## config.mk

```make
export PLATFORM = sky130hd
export DESIGN_NAME = sram_wmode
export DESIGN_NICKNAME = d
export VERILOG_FILES = /design/src/rtl/sram_wmode_pkg.sv /design/src/rtl/sram_array.sv /design/src/rtl/sram_read_sel.sv /design/src/rtl/sram_out_stage.sv /design/src/rtl/sram_wmode.sv
export SDC_FILE = /design/constraint.sdc
export NUM_CORES = 1
export LEC_CHECK = 0
export ABC_CLOCK_PERIOD_IN_PS = 2500
export BUFFER_PORTS_ARGS = -buffer_cell sky130_fd_sc_hd__buf_4
export CORE_UTILIZATION = 56
export DETAILED_ROUTE_END_ITERATION = 12
export MAX_ROUTING_LAYER = met4
export PLACE_DENSITY = 0.77
export SKIP_CTS_REPAIR_TIMING = 1
export SYNTH_ARGS = -nofsm -noshare
export SYNTH_HDL_FRONTEND = slang
export SYNTH_HIERARCHICAL = 1
export SYNTH_SLANG_ARGS = --single-unit
```

## constraint.sdc

```tcl
create_clock -name clk -period 2.5 [get_ports clk]
set_input_delay 0 -clock clk [delete_from_list [all_inputs] [get_ports clk]]
set_output_delay 0 -clock clk [all_outputs]
set_load 0.02 [all_outputs]
```

## src/rtl/sram_wmode_pkg.sv

```systemverilog
package sram_wmode_pkg;

    typedef enum logic [1:0] {
        WM_OLD  = 2'd0,
        WM_NEW  = 2'd1,
        WM_HOLD = 2'd2
    } wmode_e;

    function automatic wmode_e to_mode(input int code);
        case (code)
            1:       return WM_NEW;
            2:       return WM_HOLD;
            default: return WM_OLD;
        endcase
    endfunction

    function automatic logic stage_loads(input wmode_e m, input logic en, input logic we);
        if (!en)
            return 1'b0;
        if (we && m == WM_HOLD)
            return 1'b0;
        return 1'b1;
    endfunction

endpackage

```

## src/rtl/sram_array.sv

```systemverilog
module sram_array #(
    parameter int DATA_W = 16,
    parameter int ADDR_W = 5
) (
    input  logic              clk,
    input  logic              wr,
    input  logic [ADDR_W-1:0] addr,
    input  logic [DATA_W-1:0] wdata,
    output logic [DATA_W-1:0] word
);
    localparam int DEPTH = 1 << ADDR_W;

    logic [DATA_W-1:0] cells [DEPTH];

    always_ff @(posedge clk) begin
        if (wr)
            cells[addr] <= wdata;
    end

    assign word = cells[addr];
endmodule

```

## src/rtl/sram_read_sel.sv

```systemverilog
module sram_read_sel
    import sram_wmode_pkg::*;
#(
    parameter int DATA_W = 16,
    parameter int WMODE  = 0
) (
    input  logic              en,
    input  logic              we,
    input  logic [DATA_W-1:0] wdata,
    input  logic [DATA_W-1:0] stored,
    output logic              load,
    output logic [DATA_W-1:0] next_q
);
    localparam wmode_e MODE_E = to_mode(WMODE);

    assign load = stage_loads(MODE_E, en, we);

    generate
        if (MODE_E == WM_NEW) begin : g_fwd
            assign next_q = we ? wdata : stored;
        end else begin : g_mem
            assign next_q = stored;
        end
    endgenerate
endmodule

```

## src/rtl/sram_out_stage.sv

```systemverilog
module sram_out_stage #(
    parameter int DATA_W = 16
) (
    input  logic              clk,
    input  logic              rst,
    input  logic              ce,
    input  logic [DATA_W-1:0] d,
    output logic [DATA_W-1:0] q
);
    always_ff @(posedge clk) begin
        if (rst)
            q <= '0;
        else if (ce)
            q <= d;
    end
endmodule

```

## src/rtl/sram_wmode.sv

```systemverilog
module sram_wmode #(
    parameter int DATA_W  = 16,
    parameter int ADDR_W  = 5,
    parameter int WMODE   = 0,
    parameter bit OUT_REG = 1'b0
) (
    input  logic              clk,
    input  logic              rst,
    input  logic              en,
    input  logic              we,
    input  logic [ADDR_W-1:0] addr,
    input  logic [DATA_W-1:0] wdata,
    input  logic              pipe_ce,
    output logic [DATA_W-1:0] rdata
);
    logic [DATA_W-1:0] stored;
    logic [DATA_W-1:0] next_q;
    logic [DATA_W-1:0] stage_q;
    logic              stage_ld;

    sram_array #(.DATA_W(DATA_W), .ADDR_W(ADDR_W)) u_array (
        .clk   (clk),
        .wr    (en & we),
        .addr  (addr),
        .wdata (wdata),
        .word  (stored)
    );

    sram_read_sel #(.DATA_W(DATA_W), .WMODE(WMODE)) u_sel (
        .en     (en),
        .we     (we),
        .wdata  (wdata),
        .stored (stored),
        .load   (stage_ld),
        .next_q (next_q)
    );

    sram_out_stage #(.DATA_W(DATA_W)) u_stage1 (
        .clk (clk),
        .rst (rst),
        .ce  (stage_ld),
        .d   (next_q),
        .q   (stage_q)
    );

    generate
        if (OUT_REG) begin : g_pipe
            logic [DATA_W-1:0] pipe_q;
            sram_out_stage #(.DATA_W(DATA_W)) u_stage2 (
                .clk (clk),
                .rst (rst),
                .ce  (pipe_ce),
                .d   (stage_q),
                .q   (pipe_q)
            );
            assign rdata = pipe_q;
        end else begin : g_direct
            logic unused_ce;
            assign unused_ce = pipe_ce;
            assign rdata = stage_q;
        end
    endgenerate
endmodule

```

## Word level (Yosys, flattened, before mapping)

Memory sizes are Yosys's and may differ from the RTL's. A register that Yosys moved wholly into a read port is not among the register bits.
Index checks and enable logic that the tools add are counted.

| storage, ports and cells | value |
|---|---|
| logic and storage cells | 5 |
| output and inout port bits | 16 |
| input bits | 26 |
| bits in writable memories | 512 |
| bits in registers | 0 |
| memories | 1 |

| cells by class | value |
|---|---|
| bitwise logic cells | 1 |
| muxes and demuxes | 3 |

Memories:

| name | depth | width | read ports | clocked after memory_dff | write ports | RTL line | RTL |
|---|---|---|---|---|---|---|---|
| u_array.cells | 32 | 16 | 1 | 1 | 1 | sram_array.sv:13 | `logic [DATA_W-1:0] cells [DEPTH];` |

Operator list:

| cell | count |
|---|---|
| 1-bit 2-to-1 mux | 3 |
| 1-bit AND | 1 |

## Logic depth before layout (Yosys ltp)

Gate-level depths: netlist of run 1.

| depth | value |
|---|---|
| depth after elaboration | 3 |
| gate-level depth with buffers | 10 |
| depth with buffers taken out | 6 |

## Cells and area by module

Netlist of run 1, hierarchy kept.

By module, submodules not included:

| module | instances | area an instance (um2) | seq. area each (um2) | cells an instance |
|---|---|---|---|---|
| sram_array | 1 | 19728.9 | 15374.7 | 1070 |
| sram_out_stage | 1 | 580.6 | 320.3 | 52 |
| sram_read_sel | 1 | 127.6 | 0.0 | 17 |
| sram_wmode | 1 | 6.3 | 0.0 | 1 |

## Least setup slack after synthesis of run 1

No wires, ideal clock.

| path | value |
|---|---|
| path kind | input port to flip-flop |
| start point | input addr[1] |
| end point | memory u_array.cells[27][0], enable pin |
| stages | 5 |
| data arrival time | 2066 ps |
| library setup time | 409 ps |
| buffers on the path | 3 |
| required time | 2091 ps |
| setup slack | 25 ps |
| cell sequence | buf_2 > buf_2 > buf_2 > nand3_1 > nor3_1 |

RTL lines:

| element | RTL line | RTL |
|---|---|---|
| start, declared | sram_wmode.sv:11 | `input logic [ADDR_W-1:0] addr,` |
| end, declared | sram_array.sv:13 |  |

Straight into the memory's write port.

==> flow_summary.ini, run 1 <==
[outcome]
outcome = finished, violations left
violations = DRC

[drt]
drc = 1
wire_per_inst_um = 25.3
vias = 10900
top_layer = met4
first_iter_violations = 1079
met1_length_um = 18100
dr_wl_met3_um = 3720
viasPerCell = 6.19
dr.pass1.iters = 9
wl_met2_um = 21900
ant_nets = 0
wl_um = 44700

[critical_path]
crit_path_end_kind = flop
cp-startpoint = addr[1]
cpMostUsedCell = mux2i_1
start_kind = primary input
rr_worst_depth = 6
crit_arrival_ns = 2.37
crit_type = in2reg
cp.depth = 9
slowest_stage = nor4_1
timing.rr.start = u_array/cells[2][3]
critPathMaxFanout = 46
critical_path.top_delay_family = buffers and inverters
crit_chain = buf_8, buf_12, buf_4, mux2i_1, o22ai_1, nor4_1, nand2_1, mux2i_1, nor2_1
crit_buf_inv = 3
cp.required_ns = 2.95
max_stage_delay_ns = 0.56

[floorplan]
core_um2 = 35700
die-area_um2 = 37300
pin_count = 42
die_w_um = 193
die_y_um = 193
rows = 69
initial_core_util_pct = 57.2

[hold_path]
hold_class = in2reg
worstHoldStart = addr[4]
holdPathStages = 3

[cts]
clk_latency_ns = 0.57
cts-buffers-inserted = 50
cts_tree = yes
clk_pin_slew_ns = 0.06
h-tree-depth = 2
cts_sinks = 528
cts_buffer_depth = 3
clockRootBuffer = clkbuf_16

[placement]
numPortBuffers = 40
place_ws_ns = 0.113
place.gp.congestion = 0.811
dpl.hpwl_um = 28000
place_area_um2 = 21700

[cells_and_area]
layout-drive-gt1-share_pct = 17.2
final_area_um2 = 23500
fin_nets = 1292
layout_commonest_cell = edfxtp_1
num-fill-cells = 2351
syn_to_final_growth_pct = 15.1
final_cell_mix = 512 x edfxtp_1, 272 x mux2i_1, 134 x buf_4

[global_route]
track_usage_pct = 25.1
grt_pass1_vias = 10800
antenna_found_initial = 1
grt-ovfl-total = 0
grt_pass1_wl_um = 65700
grt_max_degree = 47

[pwr]
peakVddDrop_uv = 681
power_density_nw_per_um2 = 775
power_mw = 18.2
p_leak_nw = 8.38

[timing]
fin_hold_ws_ns = 0.0596
fmax_mhz = 523
fin_crit_sh_pct = 76.5
tightest_slew_ns = 0.717
fin_crit_ns = 1.91
maxSlewHeadroom_pct = 51.9
fin_ws_ns = 0.588
drv_slew = 0
fin_tns_setup_ns = 0
hold_viol = 0
finalSetupViolCount = 0
rsz0062_at_grt = false
skew_ns = 0.0140

[synthesis]
synth_seq_cells = 528
synthCells = 1140
yosysSeqAreaShare_pct = 76.8
ys_warn_count = 6
avgSynthCellArea_um2 = 17.9
ys_types = 27
synth_area_leader_cell = edfxtp_1
syn_nets = 1166
netlist_area_um2 = 20400
synth_top_area_share_pct = 75.2
ys_top_cells_by_area = edfxtp_1 75%, mux2i_1 13%, o22ai_1 3.9%

[run]
maxCapViolations = 0
-- cell type report --
| class | instances | area (um2) | share of cell area [%] |
|---|---|---|---|
| Tap cell | 461 | 577 | 2.45 |
| Timing Repair Buffer | 160 | 1350 | 5.74 |
| Clock buffer | 67 | 1360 | 5.77 |
| Sequential cell | 528 | 15700 | 66.7 |
| Antenna cell | 1 | 2.50 | 0.0106 |
| Multi-Input combinational cell | 526 | 4260 | 18.1 |
| Clock inverter | 25 | 285 | 1.21 |
-- path summary, 6_finish.rpt --
check,endpoint,slack (ns)
setup / recovery,u_stage1/q[6],0.59
hold / removal,u_array/cells[23][15],0.06
setup reg to reg,u_stage1/q[3],0.71
hold reg to reg,u_stage1/q[9],0.49
-- Yosys cell counts --
library cell / count
or4b_1: 3
nand2_1: 18
edfxtp_1: 512
buf_12: 1
and2_1: 1
or3b_2: 3
mux2i_1: 272
dfxtp_1: 16
nor2_1: 45
buf_6: 7
or4_1: 1
o22ai_2: 1
buf_4: 19
nand4bb_1: 6
nor3_1: 4
nand3_1: 2
buf_2: 45
nor4_1: 32
nand3b_1: 4
buf_1: 2
nand4_1: 1
or3_1: 1
clkbuf_2: 3
clkbuf_1: 9
o22ai_1: 127
nand4b_1: 4
or4b_4: 1
-- registers in the layout, indices dropped and copies added, names as in the netlist --
name	flops
u_stage1/q	16
u_array/cells	512
-- metrics by stage --
stage / util, % / cells
floorplan: - / 1140
detailed placement: 60.7 / 1658
finish: 65.8 / 1768
global placement: 60.7 / 1658
global route: 65.8 / 1768
CTS: 65.3 / 1750
-- power by group --
group          internal (mW)  switching, mW  leakage, nW
combinational          0.345          0.562         2.84
sequential              9.78         0.0296         4.74
clock                   4.43           3.09        0.801
total                   14.5           3.68         8.38
-- per-layer routing --
metal	track usage, %	vias to the layer above
met5	-	-
met4	7.30	0
met3	4.54	80
met2	40.0	470
met1	33.4	5558
li1	-	4831
-- logic make-up after synthesis --
family,count (synthesis),share of synthesized area [%]
DFF,528,76.8
muxes,272,13.3
AOI/OAI and AO/OA,128,3.95
and+or+nand+nor,126,3.40
buffers and inverters,86,2.56
-- worst register-to-register path: cells and delay by family, from the launching register on --
kind,cells,cell delay [ns]
DFF,1,0.37
and+or+nand+nor,3,0.79
AOI/OAI and AO/OA,1,0.15
muxes,2,0.36
No activity file was read; power rests on OpenSTA's default activity.
==> inputs of run 2 (changes only) <==
Settings changed: ABC_CLOCK_PERIOD_IN_PS 2500 to 1810, CORE_UTILIZATION 56 to 62, PLACE_DENSITY 0.77 to 0.81.
Clock period 2.5 ns to 1.81 ns, I/O delays scaled along.
==> flow_summary.ini, run 2 (synthesis gave the netlist of run 1 again) <==
[cells_and_area]
final_util_pct = 75.0
top_register = u_array/cells
layout.cells.non_filler = 1782
syn_to_final_growth_pct = 19.0
layout_commonest_cell = edfxtp_1
diodes = 0
final_cell_mix = 512 x edfxtp_1, 272 x mux2i_1, 136 x buf_4
final_area_um2 = 24300
layout-drive-gt1-share_pct = 21.2
fin_nets = 1324
largest_reg_flops = 512
top_regs = u_array/cells: 512 flops, u_stage1/q: 16 flops

[drt]
vias = 11300
dr.pass1.iters = 7
drc = 0
first_iter_violations = 1371
viasPerCell = 6.34
ant_nets = 0
wire_per_inst_um = 26.7
wl_um = 47600

[global_route]
grt_max_degree = 33
grt_pass1_vias = 11500
track_usage_pct = 29.8
grt_pass1_wl_um = 70800
antenna_found_initial = 0
grt-ovfl-total = 0

[timing]
drv_slew = 0
fin_crit_sh_pct = 100
finalSetupViolCount = 1
hold_viol = 0
maxSlewHeadroom_pct = 57.5
tightest_slew_ns = 0.632
fin_tns_setup_ns = -0.00107
fmax_mhz = 552
fin_ws_ns = -0.00107
skew_ns = 0.0193
fin_crit_ns = 1.81

[critical_path]
cp.required_ns = 2.24
crit_chain = mux2i_1, o22ai_1, nor4_2, nand2_1, mux2i_1, nor2_1
critPathMaxFanout = 1
max_stage_delay_ns = 0.50
r2r_slack_ns = -0.001
crit_arrival_ns = 2.24
cpMostUsedCell = mux2i_1
crit_type = reg2reg
start_kind = flop
crit_buf_inv = 0
slowest_stage = nor4_2
critical_path.top_delay_family = simple AND/OR/NAND/NOR gates
crit_path_end_kind = flop

[run]
maxCapViolations = 0

[cts]
cts-buffers-inserted = 51
clockRootBuffer = clkbuf_16
clk_latency_ns = 0.57
clk_pin_slew_ns = 0.06
cts_buffer_depth = 3
h-tree-depth = 2
cts_sinks = 528
cts_tree = yes

[outcome]
violations = setup timing
outcome = finished, violations left

[placement]
dp.cells = 1670
place_area_um2 = 22300
place_ws_ns = -0.389
dpl.hpwl_um = 29100
numPortBuffers = 40
place.gp.congestion = 0.826

[floorplan]
core_um2 = 32500
pin_count = 42
rows = 66
die-area_um2 = 33700
initial_core_util_pct = 63.0
die_w_um = 184
die_y_um = 184

[pwr]
power_density_nw_per_um2 = 1070
peakVddDrop_uv = 954
p_leak_nw = 8.72

[hold_path]
hold_class = in2reg
[run 2: path summary, 6_finish.rpt]
kind                                           from                    end  cells past startpoint
worst max-delay path            u_array/cells[2][4]          u_stage1/q[4]                      6
worst min-delay path                        addr[2]  u_array/cells[24][13]                      3
worst max register to register  u_array/cells[2][4]          u_stage1/q[4]                      6
worst min register to register        u_stage1/q[9]          u_stage1/q[9]                      2
[run 2: worst reg2reg max path, stage by stage, from the launching register on]
cell,delay (ns)
edfxtp_1,0.36
mux2i_1,0.17
o22ai_1,0.17
nor4_2,0.50
nand2_1,0.21
mux2i_1,0.22
nor2_1,0.06
[run 2: final cells by class]
cell class	instances	area (um2)
Sequential cell	528	15700
Multi-Input combinational cell	526	4350
Timing Repair Buffer	191	1950
Fill cell	1804	8130
Tap cell	442	553
Clock inverter	23	324
Clock buffer	72	1460
[run 2: power breakdown]
part / leakage (nW) / total, mW / switching, mW / internal, mW
Clock: 0.866 / 11.1 / 4.37 / 6.75
Combinational: 3.12 / 1.37 / 0.820 / 0.555
Sequential: 4.74 / 13.6 / 0.0560 / 13.5
Total: 8.72 / 26.1 / 5.25 / 20.8
[run 2: stage by stage]
stage,power (mW),hold WS (ns)
floorplan,14.5,0.0989
global placement,15.1,0.377
detailed placement,15.1,0.385
CTS,26.1,-0.200
global route,26.7,0.0724
finish,26.1,0.0622
[run 2: metal layers]
metal  vias to the layer above  GRT usage [%]  share of wire (%)
met1                      5742           40.7                 40
met4                         0           9.50                2.7
li1                       4886              -                  -
met2                       570           46.9                 49
met5                         -              -                  0
met3                        98           4.52                8.5
